`src/rtl/wdt_arb_pkg.sv`:
```
package wdt_arb_pkg;

   typedef enum logic [1:0] {
      ARB_IDLE  = 2'd0,
      ARB_PULSE = 2'd1,
      ARB_HOLD  = 2'd2,
      ARB_EXT   = 2'd3
   } arb_state_e;

   localparam logic [1:0] REG_CTRL  = 2'd0;
   localparam logic [1:0] REG_COUNT = 2'd1;
   localparam logic [1:0] REG_STAT  = 2'd2;

   localparam int CTRL_MODE_BIT = 6;
   localparam int CTRL_EN_BIT   = 5;
   localparam int STAT_FLAG_BIT = 7;
   localparam int STAT_OE_BIT   = 6;
   localparam int BYTE_W        = 8;

endpackage

```
`src/rtl/wdt_pad_sync.sv`:
```
module wdt_pad_sync #(
   parameter int STAGES = 2
) (
   input  logic clk,
   input  logic rst_n,
   input  logic pad_i,
   output logic low_o
);
   generate
      if (STAGES < 1) begin : g_bad
         $error("wdt_pad_sync: STAGES must be at least 1");
      end
   endgenerate

   logic [STAGES-1:0] chain_q;

   generate
      if (STAGES == 1) begin : g_single
         always_ff @(posedge clk or negedge rst_n) begin
            if (!rst_n) chain_q <= 1'b1;
            else        chain_q <= pad_i;
         end
      end else begin : g_multi
         always_ff @(posedge clk or negedge rst_n) begin
            if (!rst_n) chain_q <= '1;
            else        chain_q <= {chain_q[STAGES-2:0], pad_i};
         end
      end
   endgenerate

   assign low_o = ~chain_q[STAGES-1];
endmodule

```
`src/rtl/wdt_counter.sv`:
```
module wdt_counter #(
   parameter int CNT_W = 8
) (
   input  logic             clk,
   input  logic             rst_n,
   input  logic             clr,
   input  logic             run,
   input  logic             tick,
   input  logic             load,
   input  logic [CNT_W-1:0] load_val,
   output logic [CNT_W-1:0] cnt_o,
   output logic             wrap_o
);
   localparam logic [CNT_W-1:0] CNT_MAX = '1;

   logic [CNT_W-1:0] cnt_q;

   always_ff @(posedge clk or negedge rst_n) begin
      if (!rst_n)            cnt_q <= '0;
      else if (clr)          cnt_q <= '0;
      else if (load)         cnt_q <= load_val;
      else if (run && tick)  cnt_q <= cnt_q + 1'b1;
   end

   assign wrap_o = run && tick && !load && !clr && (cnt_q == CNT_MAX);
   assign cnt_o  = cnt_q;
endmodule

```
`src/rtl/wdt_arbiter.sv`:
```
module wdt_arbiter
   import wdt_arb_pkg::*;
#(
   parameter int PULSE_CYC = 132,
   parameter int WIN_CYC   = 520
) (
   input  logic clk,
   input  logic rst_n,
   input  logic wrap_i,
   input  logic ext_low_i,
   input  logic oe_i,
   output logic drive_o,
   output logic sys_rst_o,
   output logic take_wdog_o,
   output logic take_ext_o
);
   localparam int WIN_W = $clog2(WIN_CYC + 1);
   localparam logic [WIN_W-1:0] PULSE_LAST = WIN_W'(PULSE_CYC - 1);
   localparam logic [WIN_W-1:0] WIN_LAST   = WIN_W'(WIN_CYC - 1);

   generate
      if (PULSE_CYC < 1 || WIN_CYC <= PULSE_CYC) begin : g_bad
         $error("wdt_arbiter: need 0 < PULSE_CYC < WIN_CYC");
      end
   endgenerate

   arb_state_e       st_q, st_d;
   logic [WIN_W-1:0] win_q;
   logic             drv_en_q;

   always_comb begin
      st_d        = st_q;
      take_wdog_o = 1'b0;
      take_ext_o  = 1'b0;
      unique case (st_q)
         ARB_IDLE: begin
            if (wrap_i && (!ext_low_i || oe_i)) begin
               st_d        = ARB_PULSE;
               take_wdog_o = 1'b1;
            end else if (ext_low_i) begin
               st_d       = ARB_EXT;
               take_ext_o = 1'b1;
            end
         end
         ARB_PULSE: begin
            if (win_q == PULSE_LAST) st_d = drv_en_q ? ARB_HOLD : ARB_IDLE;
         end
         ARB_HOLD: begin
            if (win_q == WIN_LAST) begin
               if (ext_low_i) begin
                  st_d       = ARB_EXT;
                  take_ext_o = 1'b1;
               end else begin
                  st_d = ARB_IDLE;
               end
            end
         end
         ARB_EXT: begin
            take_ext_o = 1'b1;
            if (!ext_low_i) st_d = ARB_IDLE;
         end
         default: st_d = ARB_IDLE;
      endcase
   end

   always_ff @(posedge clk or negedge rst_n) begin
      if (!rst_n) begin
         st_q     <= ARB_IDLE;
         win_q    <= '0;
         drv_en_q <= 1'b0;
      end else begin
         st_q <= st_d;
         if (st_q == ARB_PULSE || st_q == ARB_HOLD) win_q <= win_q + 1'b1;
         else                                       win_q <= '0;
         if (take_wdog_o) drv_en_q <= oe_i;
      end
   end

   assign drive_o   = (st_q == ARB_PULSE) && drv_en_q;
   assign sys_rst_o = (st_q == ARB_PULSE) || (st_q == ARB_EXT);
endmodule

```
`src/rtl/wdt_reset_arbiter.sv`:
```
module wdt_reset_arbiter
   import wdt_arb_pkg::*;
#(
   parameter int CNT_W       = 8,
   parameter int SYNC_STAGES = 2,
   parameter int PULSE_CYC   = 132,
   parameter int WIN_CYC     = 520
) (
   input  logic       clk,
   input  logic       rst_n,
   input  logic       tick,
   input  logic       bus_we,
   input  logic [1:0] bus_addr,
   input  logic [7:0] bus_wdata,
   output logic [7:0] bus_rdata,
   input  logic       pad_in,
   output logic       pad_drive_o,
   output logic       sys_rst_o
);
   generate
      if (CNT_W < 2 || CNT_W > BYTE_W) begin : g_bad_w
         $error("wdt_reset_arbiter: CNT_W must be in 2..8");
      end
   endgenerate

   logic             mode_q, en_q, flag_q, oe_q;
   logic [CNT_W-1:0] cnt;
   logic             wrap, ext_low, take_wdog, take_ext, sys_rst;
   logic             wr_ok, wr_ctrl, wr_cnt, wr_stat;

   assign wr_ok   = bus_we && !sys_rst;
   assign wr_ctrl = wr_ok && (bus_addr == REG_CTRL);
   assign wr_cnt  = wr_ok && (bus_addr == REG_COUNT);
   assign wr_stat = wr_ok && (bus_addr == REG_STAT);

   wdt_pad_sync #(.STAGES(SYNC_STAGES)) u_sync (
      .clk   (clk),
      .rst_n (rst_n),
      .pad_i (pad_in),
      .low_o (ext_low)
   );

   wdt_counter #(.CNT_W(CNT_W)) u_cnt (
      .clk      (clk),
      .rst_n    (rst_n),
      .clr      (sys_rst),
      .run      (mode_q && en_q),
      .tick     (tick),
      .load     (wr_cnt),
      .load_val (bus_wdata[CNT_W-1:0]),
      .cnt_o    (cnt),
      .wrap_o   (wrap)
   );

   wdt_arbiter #(.PULSE_CYC(PULSE_CYC), .WIN_CYC(WIN_CYC)) u_arb (
      .clk         (clk),
      .rst_n       (rst_n),
      .wrap_i      (wrap),
      .ext_low_i   (ext_low),
      .oe_i        (oe_q),
      .drive_o     (pad_drive_o),
      .sys_rst_o   (sys_rst),
      .take_wdog_o (take_wdog),
      .take_ext_o  (take_ext)
   );

   always_ff @(posedge clk or negedge rst_n) begin
      if (!rst_n) begin
         mode_q <= 1'b0;
         en_q   <= 1'b0;
      end else if (sys_rst) begin
         mode_q <= 1'b0;
         en_q   <= 1'b0;
      end else if (wr_ctrl) begin
         mode_q <= bus_wdata[CTRL_MODE_BIT];
         en_q   <= bus_wdata[CTRL_EN_BIT];
      end
   end

   always_ff @(posedge clk or negedge rst_n) begin
      if (!rst_n) begin
         flag_q <= 1'b0;
         oe_q   <= 1'b0;
      end else if (take_ext) begin
         flag_q <= 1'b0;
         oe_q   <= 1'b0;
      end else begin
         if (take_wdog)                              flag_q <= 1'b1;
         else if (wr_stat && !bus_wdata[STAT_FLAG_BIT]) flag_q <= 1'b0;
         if (wr_stat) oe_q <= bus_wdata[STAT_OE_BIT];
      end
   end

   always_comb begin
      bus_rdata = '0;
      unique case (bus_addr)
         REG_CTRL: begin
            bus_rdata[CTRL_MODE_BIT] = mode_q;
            bus_rdata[CTRL_EN_BIT]   = en_q;
         end
         REG_COUNT: bus_rdata = BYTE_W'(cnt);
         REG_STAT: begin
            bus_rdata[STAT_FLAG_BIT] = flag_q;
            bus_rdata[STAT_OE_BIT]   = oe_q;
         end
         default: bus_rdata = '0;
      endcase
   end

   assign sys_rst_o = sys_rst;
endmodule

```
`config.mk`:
```
export PLATFORM = sky130hd
export DESIGN_NAME = wdt_reset_arbiter
export DESIGN_NICKNAME = d
export VERILOG_FILES = /design/src/rtl/wdt_arb_pkg.sv /design/src/rtl/wdt_pad_sync.sv /design/src/rtl/wdt_counter.sv /design/src/rtl/wdt_arbiter.sv /design/src/rtl/wdt_reset_arbiter.sv
export SDC_FILE = /design/constraint.sdc
export NUM_CORES = 1
export LEC_CHECK = 0
export CAP_MARGIN = 10
export CELL_PAD_IN_SITES_DETAIL_PLACEMENT = 0
export CELL_PAD_IN_SITES_GLOBAL_PLACEMENT = 2
export CORE_MARGIN = 2
export CORE_UTILIZATION = 30
export CTS_BUF_LIST = sky130_fd_sc_hd__clkbuf_8
export CTS_CLUSTER_SIZE = 16
export DETAILED_ROUTE_END_ITERATION = 7
export GPL_ROUTABILITY_DRIVEN = 0
export GPL_TIMING_DRIVEN = 0
export MAX_ROUTING_LAYER = met4
export PLACE_DENSITY = 0.71
export SKIP_LAST_GASP = 1
export SYNTH_ARGS = -nofsm -noshare
export SYNTH_HDL_FRONTEND = slang
export SYNTH_SLANG_ARGS = --single-unit
```
`constraint.sdc`:
```
create_clock -name clk -period 2.6 [get_ports clk]
set_input_delay 0.26 -clock clk [delete_from_list [all_inputs] [get_ports clk]]
set_output_delay 0.26 -clock clk [all_outputs]
set_load 0.01 [all_outputs]
```
# [Yosys cells after proc, flatten, opt, wreduce, memory -nomap -nowiden]
# Index checks and enable logic that the tools add are counted.
[op_classes] eq_ne=12 n_mux=31 add_sub_neg=2 n_reduce_logical=25
[ops] op="$mux 8" count=3
[ops] op="$mux 1" count=14
[ops] op="$mux 2" count=7
[ops] op="$logic_and 1x1->1" count=12
[ops] op="$add 10x1->10 const B" count=1
[ops] op="$eq 10x10->1 const B" count=1
[ops] op="$eq 10x8->1 const B" count=1
[ops] op="$mux 10" count=1
[ops] op="$add 8x1->8 const B" count=1
[ops] op="$eq 8x8->1 const B" count=1
[ops] op="$pmux 2 s4" count=1
[ops] op="$eq 2x2->1 const B" count=3
[ops] op="$pmux 1 s3" count=2
[ops] op="$reduce_bool 3->1" count=2
[ops] op="$mux 5" count=1
[ops] op="$eq 2x1->1 const B" count=2
[ops] op="$logic_not 2->1" count=2
[ops] op="$ne 2x1->1 const B" count=2
[ops] op="$pmux 1 s2" count=2
[ops] op="$reduce_and 4->1" count=1
[ops] op="$reduce_bool 2->1" count=2
[ops] op="$logic_not 1->1" count=3
[ops] op="$logic_or 1x1->1" count=3
[ops] op="$ne 3x2->1 const B" count=1
[ops] op="$ne 2x2->1 const B" count=1
[word_totals] output_inout_bits=10 reg_bits=27 input_bits=15

# [Depth between registers and ports, before layout]
# Gate-level depths: netlist of the first run.
[depth] depth_word=14 mapped_depth=7 mapped_depth_nobuf=6

# [By module]
# From an unflattened synthesis of the first run, not the netlist that was laid out.
[hier_totals] cells_unflattened=173 area_unflattened_um2=1675.4
[modules_own_cells] module="wdt_arbiter" cells_per_inst=77 n_inst=1 seq_area_each_um2=325.3 area_each_um2=768.2
[modules_own_cells] module="wdt_counter" cells_per_inst=58 n_inst=1 seq_area_each_um2=200.2 area_each_um2=514.2
[modules_own_cells] module="wdt_reset_arbiter" cells_per_inst=35 n_inst=1 seq_area_each_um2=100.1 area_each_um2=336.6
[modules_own_cells] module="wdt_pad_sync" cells_per_inst=3 n_inst=1 seq_area_each_um2=52.6 area_each_um2=56.3

# [Least setup slack after synthesis of the first run]
# Ideal clock, no wire load.
[synth_timing] kind="reg2reg" startpoint="register u_arb.win_q[5]" endpoint="register u_arb.st_q[0]" setup_ns=0.127 path_slack_ns=0.400 path_stages_with_launch=6 t_required_ns=2.473 arrival_time_ns=2.072 n_path_buf=0 cell_sequence="dfrtp_1 -> or4_4 -> or4_1 -> a222oi_1 -> o21a_2 -> mux2_1"
[synth_between] elab_chain_cells=3 elab_cells_between_ends=5 classes_between="eq/ne: 4; reduce/logical: 1"
[synth_rtl] item="start, declared" line="wdt_arbiter.sv:28" rtl="logic [WIN_W-1:0] win_q;"
[synth_rtl] item="start signal, assigned" line="wdt_arbiter.sv:73" rtl="if (st_q == ARB_PULSE || st_q == ARB_HOLD) win_q <= win_q + 1'b1;"
[synth_rtl] item="$eq 10x8->1 / $eq 10x10->1 (equally long branches)" line="wdt_arbiter.sv:46, wdt_arbiter.sv:49"
[synth_rtl] item="$ne 2x1->1 (no source line)"
[synth_rtl] item="$reduce_and 4->1 (no source line) (*)"
[synth_rtl] item="end signal, assigned" line="wdt_arbiter.sv:72" rtl="st_q <= st_d;"
[synth_rtl] item="end, declared" line="wdt_arbiter.sv:27" rtl="arb_state_e st_q, st_d;"
# Every way passes the cells marked *; elsewhere a longest branch is shown, timed or not.
# A chain may end at the register's enable or synchronous reset.

# [Worst setup path after layout of the first run]
[layout_timing] startpoint="input bus_addr[1]" endpoint="output bus_rdata[6]"
[layout_between] elab_chain_cells=2 elab_cells_between_ends=4 classes_between="eq/ne: 2; mux: 1; reduce/logical: 1"
[layout_rtl] item="start, declared" line="wdt_reset_arbiter.sv:13" rtl="input logic [1:0] bus_addr,"
[layout_rtl] item="$eq 2x2->1 (tied with other cells)" line="wdt_reset_arbiter.sv:96" rtl="unique case (bus_addr)"
[layout_rtl] item="$pmux 1 s3 (*)" line="wdt_reset_arbiter.sv:96"
[layout_rtl] item="end, declared" line="wdt_reset_arbiter.sv:15" rtl="output logic [7:0] bus_rdata,"
# Marks and branches as above.

==> flow_summary.toml, run 1 <==
[synth]
synth_fp_nets = 186
synth_sequential_area_ratio_pct = 43.0
ys_ff_latch = 27
syn_area_sq_mm = 0.00158
synthTopCellsByArea = "dfrtp_1 (40%), ha_1 (9.5%), and2_1 (5.6%)"
yosysWarnings = 0
ys_types = 35
syn_inst = 159
syn_area_per_cell_sq_um = 9.92
synth_top_area_share_pct = 39.7
synth_top_cell_by_area = "dfrtp_1"

[layout]
syn_to_final_growth_pct = 25.2
fillCellCount = 550
final_common_cell = "dfrtp_1"
drive_above_1_share_pct = 4.81
n_antenna_cell = 0
final_cell_mix = "dfrtp_1 (25), clkdlybuf4s50_1 (24), and2_1 (14), nor2_1 (14), ha_1 (12)"
stdcell_area_sq_mm = 0.00197
nets = 215

[sta]
relSlewSlack_pct = 61.8
setup_viol = 0
rsz0062_at_grt = "no"
finalClockSkew_ps = 1.17
setup_tns_ps = 0
worst_pin_slew_ps = 572
hold_violations = 0
min_period_ps = 2450
drv_slew = 0
timing.final.crit_share_pct = 94.4
fmax_mhz = 407

[cts]
hold_buffers = 0
numClockSinks = 27
ctsRootBufferMaster = "clkbuf_8"
clockBufferDepth = 2
worstSkewPairLatency_ps = 270
post_cts.repair.setup_buffers = 0
clkTransAtPathRegs_ps = 90
cts_buffers = 3
h-tree-depth = 1
cts_tree = "done"
cts-resized-gates = 0

[global_route]
grt-ovfl-total = 0
grt_max_degree = 19
grt_pass1_wl_mm = 6.15
grt_use_total_pct = 13.2
grt_pass1_vias = 1284
antenna_found_initial = 0

[worst_setup_path]
worst_ep_arrival_time_ps = 2190
slowest_delay_ps = 520
worst_setup_path_start_kind = "primary input"
crit_top_cell = "clkdlybuf4s50_1"
slowest_stage = "clkdlybuf4s50_1"
critPathCaptureType = "output pin"
path_cells = "clkdlybuf4s50_1, inv_1, ha_1, clkbuf_1, a222oi_1, nor2_1, clkdlybuf4s50_1"
cp_max_fo = 10
required_ps = 2340
path_class = "in2out"

[drt]
wl_mm = 3.50
ant_nets = 0
avgRoutedWirePerCell_um = 13.6
first_iter_violations = 22
route.detailed.drc = 0
routed-via-count = 1239
dr.pass1.iters = 4
vias_per_cell = 4.82

[power_and_ir_drop]
p_leak_uw = 0.000857
ir_worst_vdd_mv = 0.282
power_density_mw_per_mm2 = 744

[die]
start_util_pct = 31.1
die_x_um = 76.5
die_h_um = 76.5
pin_count = 25
coreArea_sq_mm = 0.00507
dieArea_sq_mm = 0.00585
fp-row-count = 26

[placed_design]
portBuffers = 24
dp_hpwl_mm = 2.75
dpl-instance-area_sq_mm = 0.00193

[worst_hold_path]
hold_class = "in2async"

[run_status]
status = "complete, no violations"

[flow_run]
cap_violations = 0
[worst paths after layout]
check	depth (start not counted)	from	endpoint	slack [ps]
min in group clk	0	u_sync.chain_q[0]	u_sync.chain_q[1]	360
worst min register to register	0	u_sync.chain_q[0]	u_sync.chain_q[1]	360
worst min-delay path	1	rst_n	u_cnt.cnt_o[4]	350
max in group asynchronous	2	rst_n	u_sync.chain_q[1]	1680
worst max-delay path	7	bus_addr[1]	bus_rdata[6]	150
worst max register to register	5	u_arb.win_q[6]	u_arb.st_q[1]	270
[area by class of cell]
class | count | area [sq um] | area share (%)
tap | 70 | 87.6 | 4.44
sequential | 27 | 678 | 34.4
buffer | 2 | 7.51 | 0.380
clock inverter | 1 | 3.75 | 0.190
clock buffer | 3 | 41.3 | 2.09
timing repair buffer | 25 | 268 | 13.6
inverter | 7 | 26.3 | 1.33
multi-input combinational | 122 | 861 | 43.6
[cell families (layout without fill, tap and decap cells)]
group,count (synthesis),count (layout),share of synthesized area [%]
and+or+nand+nor,68,68,22.7
DFF,27,27,43.0
AOI/OAI and AO/OA,22,22,10.6
xor gates and xnor gates,15,15,8.33
adders and majority gates,12,12,9.52
buffers and inverters,10,38,2.38
muxes,5,5,3.41
[stage by stage]
step | worst slack [ps] | instances | utilization, % | total power [uW] | hold slack (ps)
2_1_floorplan | 400 | 159 | - | 1030 | -35.6
3_3_place_gp | 180 | 253 | 37.5 | 1230 | 347
3_5_place_dp | 105 | 254 | 38.1 | 1260 | 347
4_1_cts | 71.2 | 258 | 39.0 | 1510 | 359
5_1_grt | 5.11 | 257 | 38.9 | 1600 | 364
6_report | 145 | 257 | 38.9 | 1470 | 349
[sequential cells by signal, summed over array words and instances, names as in the netlist]
register and count:
u_cnt.cnt_o 8, en_q 1, mode_q 1, u_arb.drv_en_q 1
flag_q 1, u_sync.chain_q 2, u_arb.st_q 2, u_arb.win_q 10
oe_q 1
[synth_stat cells (all sizes together)]
cell / n
a211oi: 8
a21o: 1
a21oi: 4
a222oi: 2
a22o: 1
a22oi: 1
a2bb2oi: 1
a31oi: 1
and2: 14
and3: 3
clkbuf: 3
dfrtp: 25
dfstp: 2
ha: 12
inv: 7
mux2: 3
mux2i: 2
nand2: 9
nand2b: 3
nand3: 11
nand3b: 1
nand4: 3
nor2: 14
nor2b: 3
nor3: 3
nor4: 1
o2111a: 1
o21a: 1
o221ai: 1
or3: 1
or4: 2
xnor2: 10
xor2: 5
[critical path: cells and delay by family]
family | cells | cell delay (ps)
AO/OA/AOI/OAI | 1 | 380
buffers and inverters | 4 | 1310
AND/OR/NAND/NOR | 1 | 70
adder cells (fa/ha/maj) | 1 | 170
[layer usage]
layer	vias to the layer above	track usage (%)	wire length, um
met2	16	23.8	1820
met3	2	2.37	109
met4	0	3.27	23
met1	612	15.3	1550
met5	-	-	0
li1	609	-	-
[report_power, final]
part,leakage [uW],internal (uW),switching [uW]
logic,0.000471,286,304
clock network,0.0000269,106,128
registers,0.000360,526,119
Note: power is estimated with default switching activity, not from simulation.
==> run 2, diff against run 1 <==
--- a/config.mk
+++ b/config.mk
@@ -16,7 +16,7 @@
 export GPL_ROUTABILITY_DRIVEN = 0
 export GPL_TIMING_DRIVEN = 0
 export MAX_ROUTING_LAYER = met4
-export PLACE_DENSITY = 0.71
+export PLACE_DENSITY_LB_ADDON = 0.1
 export SKIP_LAST_GASP = 1
 export SYNTH_ARGS = -nofsm -noshare
 export SYNTH_HDL_FRONTEND = slang
==> constraint.sdc (replaced) <==
create_clock -name clk -period 3.1 [get_ports clk]
set_input_delay 0.31 -clock clk [delete_from_list [all_inputs] [get_ports clk]]
set_output_delay 0.31 -clock clk [all_outputs]
set_load 0.01 [all_outputs]
==> run 2 against run 1 <==
Final cell count rose by 0.39%. Largest cell class unchanged. Cell area rose by 0.19%. Power fell by 15%. Routed wire length rose by 5.3%. First-iteration DRC count rose by 50%.
==> flow_summary.toml, run 2 (synthesized netlist as in run 1, its figures left out) <==
[global_route]
grt_pass1_vias = 1417
antenna_found_initial = 0
grt_max_degree = 16
grt_pass1_wl_mm = 6.68
grt_use_total_pct = 14.3
grt-ovfl-total = 0
grt_use_met3_pct = 2.37
grt_busiest_layer = "met2"
grtUsageMet1_pct = 16.7
met2_usage_pct = 25.5

[cts]
clkTransAtPathRegs_ps = 90
hold_buffers = 0
worstSkewPairLatency_ps = 270
cts_tree = "done"
h-tree-depth = 1
ctsRootBufferMaster = "clkbuf_8"
cts_buffers = 3
post_cts.repair.setup_buffers = 0
cts-resized-gates = 0
clockBufferDepth = 2
numClockSinks = 27

[layout]
fillCellCount = 526
final_cell_mix = "dfrtp_1 (25), clkdlybuf4s50_1 (24), and2_1 (14), nor2_1 (14), ha_1 (12)"
drive_above_1_share_pct = 4.79
final_common_cell = "dfrtp_1"
n_antenna_cell = 0
stdcell_area_sq_mm = 0.00198
finalNonFillerCells = 258
utilization_pct = 39.0
nets = 216
regMostFlops = "u_arb.win_q"
largest_reg_flops = 10
syn_to_final_growth_pct = 25.4

[run_status]
status = "complete, no violations"

[placed_design]
dp_hpwl_mm = 2.83
portBuffers = 24
dp_cells = 254
dpl-instance-area_sq_mm = 0.00193

[sta]
worst_pin_slew_ps = 725
finalClockSkew_ps = 3.73
relSlewSlack_pct = 51.5
drv_slew = 0
hold_violations = 0
timing.final.crit_share_pct = 82.4
setup_tns_ps = 0
fmax_mhz = 391
min_period_ps = 2560
rsz0062_at_grt = "no"
setup_viol = 0

[worst_setup_path]
critPathCaptureType = "output pin"
cp_max_fo = 10
crit_buf_inv = 4
required_ps = 2790
crit_top_cell = "inv_1"
path_delay_family = "buffers and inverters"
slowest_stage = "clkdlybuf4s50_1"
slowest_delay_ps = 630
worst_ep_arrival_time_ps = 2250
worst_setup_path_start_kind = "flop"
path_class = "reg2out"
path_cells = "inv_1, ha_1, nor2_1, inv_1, clkbuf_1, clkdlybuf4s50_1"

[die]
fp-row-count = 26
die_h_um = 76.5
pin_count = 25
die_x_um = 76.5
dieArea_sq_mm = 0.00585
start_util_pct = 31.1
coreArea_sq_mm = 0.00507

[power_and_ir_drop]
ir_worst_vdd_mv = 0.247
power_density_mw_per_mm2 = 631
p_leak_uw = 0.000859

[drt]
routed-via-count = 1260
dr.pass1.iters = 4
first_iter_violations = 33
ant_nets = 0
wl_mm = 3.68
route.detailed.drc = 0
vias_per_cell = 4.88
avgRoutedWirePerCell_um = 14.3

[flow_run]
cap_violations = 0

[worst_hold_path]
hold_class = "reg2reg"
## run 2: cell count changes in the layout (fill, tap and decap cells not counted)
cell / change
clkbuf_1: +1
## run 2: per-stage QoR
| step | power [uW] | setup WS [ps] | hold WS, ps |
|---|---|---|---|
| 6_report | 1250 | 545 | 361 |
| 5_1_grt | 1370 | 345 | 370 |
| 4_1_cts | 1270 | 518 | 363 |
| 3_5_place_dp | 1060 | 565 | 348 |
| 3_3_place_gp | 1040 | 567 | 346 |
| 2_1_floorplan | 862 | 900 | 14.4 |
## run 2: final timing paths
kind | startpoint | to | slack, ps | cells after the start
setup / recovery | u_arb.st_q[1] | sys_rst_o | 540 | 6
hold / removal | u_sync.chain_q[0] | u_sync.chain_q[1] | 360 | 0
setup reg to reg | u_arb.win_q[5] | u_arb.st_q[1] | 730 | 5
hold reg to reg | u_sync.chain_q[0] | u_sync.chain_q[1] | 360 | 0
max in group asynchronous | rst_n | u_sync.chain_q[0] | 2030 | 2
min in group asynchronous | rst_n | u_cnt.cnt_o[4] | 460 | 1
## run 2: where the power goes
part | total [uW] | internal, uW | switching [uW]
clock | 202 | 89.0 | 113
sequential | 544 | 441 | 103
combinational | 502 | 242 | 260
## run 2: cell type report
type                       count  area [sq um]  share of cell area [%]
multi-input combinational    122           861                    43.5
sequential                    27           678                    34.3
timing repair buffer          25           268                    13.5
tap                           70          87.6                    4.43
clock buffer                   3          41.3                    2.09
inverter                       7          26.3                    1.33
buffer                         3          11.3                   0.570
clock inverter                 1          3.75                   0.190
## run 2: routing by layer
layer / wire length, um / up-vias
met5: 0 / -
met4: 42 / 0
met3: 118 / 5
met2: 1920 / 26
met1: 1610 / 616
li1: - / 613
==> run 3, diff against run 2 <==
==> constraint.sdc (replaced) <==
create_clock -name clk -period 2.4 [get_ports clk]
set_input_delay 0.24 -clock clk [delete_from_list [all_inputs] [get_ports clk]]
set_output_delay 0.24 -clock clk [all_outputs]
set_load 0.01 [all_outputs]
==> run 3 against run 2 <==
Core utilization increased by 0.81 points. Clock power up 29%. Clock-buffer cell count unchanged. Sequential share of layout area is 0.70 points lower. Worst setup slack got worse by 430 ps. First-iteration DRC count rose by 33%. Critical path type is now reg2reg. Largest cell class unchanged.
==> flow_summary.toml, run 3 (synthesized netlist as in run 1, its figures left out) <==
[placed_design]
portBuffers = 24
dp_hpwl_mm = 2.83
dp_slack_ps = 4.68

[worst_setup_path]
slowest_delay_ps = 550
slowest_stage = "or4_4"
worst_ep_arrival_time_ps = 2450
required_ps = 2560
crit_top_cell = "or4_4"
path_class = "reg2reg"
path_delay_family = "simple AND/OR/NAND/NOR gates"
path_cells = "or4_4, or4_4, a222oi_1, o21a_2, mux2_4"
worst_setup_path_start_kind = "flop"
critPathCaptureType = "flop"
cp_max_fo = 3
crit_buf_inv = 0

[layout]
syn_to_final_growth_pct = 28.0
n_antenna_cell = 0
largest_reg_flops = 10
final_cell_mix = "dfrtp_1 (25), clkdlybuf4s50_1 (23), and2_1 (14), nor2_1 (14)"
nets = 217
drive_above_1_share_pct = 8.99
regMostFlops = "u_arb.win_q"
final_common_cell = "dfrtp_1"
regArea_sq_um = 678
utilization_pct = 39.8
fillCellCount = 519
multi_input_area_sq_um = 885

[power_and_ir_drop]
power_uw = 1650
ir_worst_vdd_mv = 0.318
p_leak_uw = 0.000889
power_density_mw_per_mm2 = 818

[die]
fp-row-count = 26
start_util_pct = 31.1
pin_count = 25
die_x_um = 76.5
die_h_um = 76.5
dieArea_sq_mm = 0.00585
coreArea_sq_mm = 0.00507

[sta]
relSlewSlack_pct = 51.5
worst_pin_slew_ps = 725
setup_viol = 0
rsz0062_at_grt = "yes"
setup_ws_ps = 110
drv_slew = 0
hold_violations = 0
min_period_ps = 2290
finalClockSkew_ps = 4.59
timing.final.crit_share_pct = 95.4
fmax_mhz = 437

[drt]
avgRoutedWirePerCell_um = 14.7
first_iter_violations = 44
dr.pass1.iters = 4
ant_nets = 0
route.detailed.drc = 0
wl_mm = 3.80
vias_per_cell = 4.90
routed-via-count = 1268

[cts]
clockBufferDepth = 2
clkTransAtPathRegs_ps = 100
ctsRootBufferMaster = "clkbuf_8"
cts_tree = "done"
worstSkewPairLatency_ps = 270
h-tree-depth = 1
cts_buffers = 3
numClockSinks = 27
hold_buffers = 0

[global_route]
grt_pass1_wl_mm = 6.82
grt_pass1_vias = 1435
grt_use_total_pct = 14.6
grt_max_degree = 16
grt-ovfl-total = 0
antenna_found_initial = 0

[flow_run]
cap_violations = 0

[worst_hold_path]
hold_class = "reg2reg"

[run_status]
status = "complete, no violations"
run 3: worst paths after layout:
kind	from	to	slack [ps]	depth (start not counted)
max in group asynchronous	rst_n	u_sync.chain_q[0]	1400	2
worst min register to register	u_sync.chain_q[0]	u_sync.chain_q[1]	360	0
worst max-delay path	u_arb.win_q[6]	u_arb.st_q[1]	110	5
worst max register to register	u_arb.win_q[6]	u_arb.st_q[1]	110	5
min in group asynchronous	rst_n	u_cnt.cnt_o[4]	390	1
worst min-delay path	u_sync.chain_q[0]	u_sync.chain_q[1]	360	0
run 3: what timing repair did:
| action | CTS | global route |
|---|---|---|
| endpoints found under the setup margin | 4 | 4 |
| pin swaps | 3 | 4 |
| buffers inserted | 3 | 0 |
| cloned | 0 | 0 |
| resized for setup | 0 | 7 |
run 3: per-layer routing:
layer	part of all wire (%)	global-route usage, %
met1	44	17.3
met2	52	25.9
met3	2.8	2.37
met4	0.87	3.82
met5	0	-
run 3: worst reg2reg max path, cell delays in order, from the launching register on:
cell and delay [ps]:
dfrtp_1 390, or4_4 550, or4_4 420, a222oi_1 290, o21a_2 240, mux2_4 300
run 3: cell type report:
cell class,count,share of cell area [%]
flip-flops and latches,27,33.6
clock inverters,1,0.186
repair buffers,28,14.5
inverters,7,1.30
well taps,70,4.34
multi-input cells,122,43.8
clock buffers,3,2.05
plain buffers,1,0.186
run 3: per-stage QoR:
step | cell area (sq um) | std cells | hold slack, ps | TNS (ps)
6_report | 2020 | 259 | 361 | 0
5_1_grt | 2020 | 259 | 363 | -82.6
4_1_cts | 1990 | 259 | 353 | 0
3_5_place_dp | 1930 | 254 | 348 | 0
3_3_place_gp | 1900 | 253 | 346 | 0
2_1_floorplan | 1580 | 159 | -55.6 | 0
run 3: report_power, final:
part	internal (uW)	total [uW]	switching, uW
registers	569	704	135
logic	340	686	345
clock network	115	261	146
total	1020	1650	626
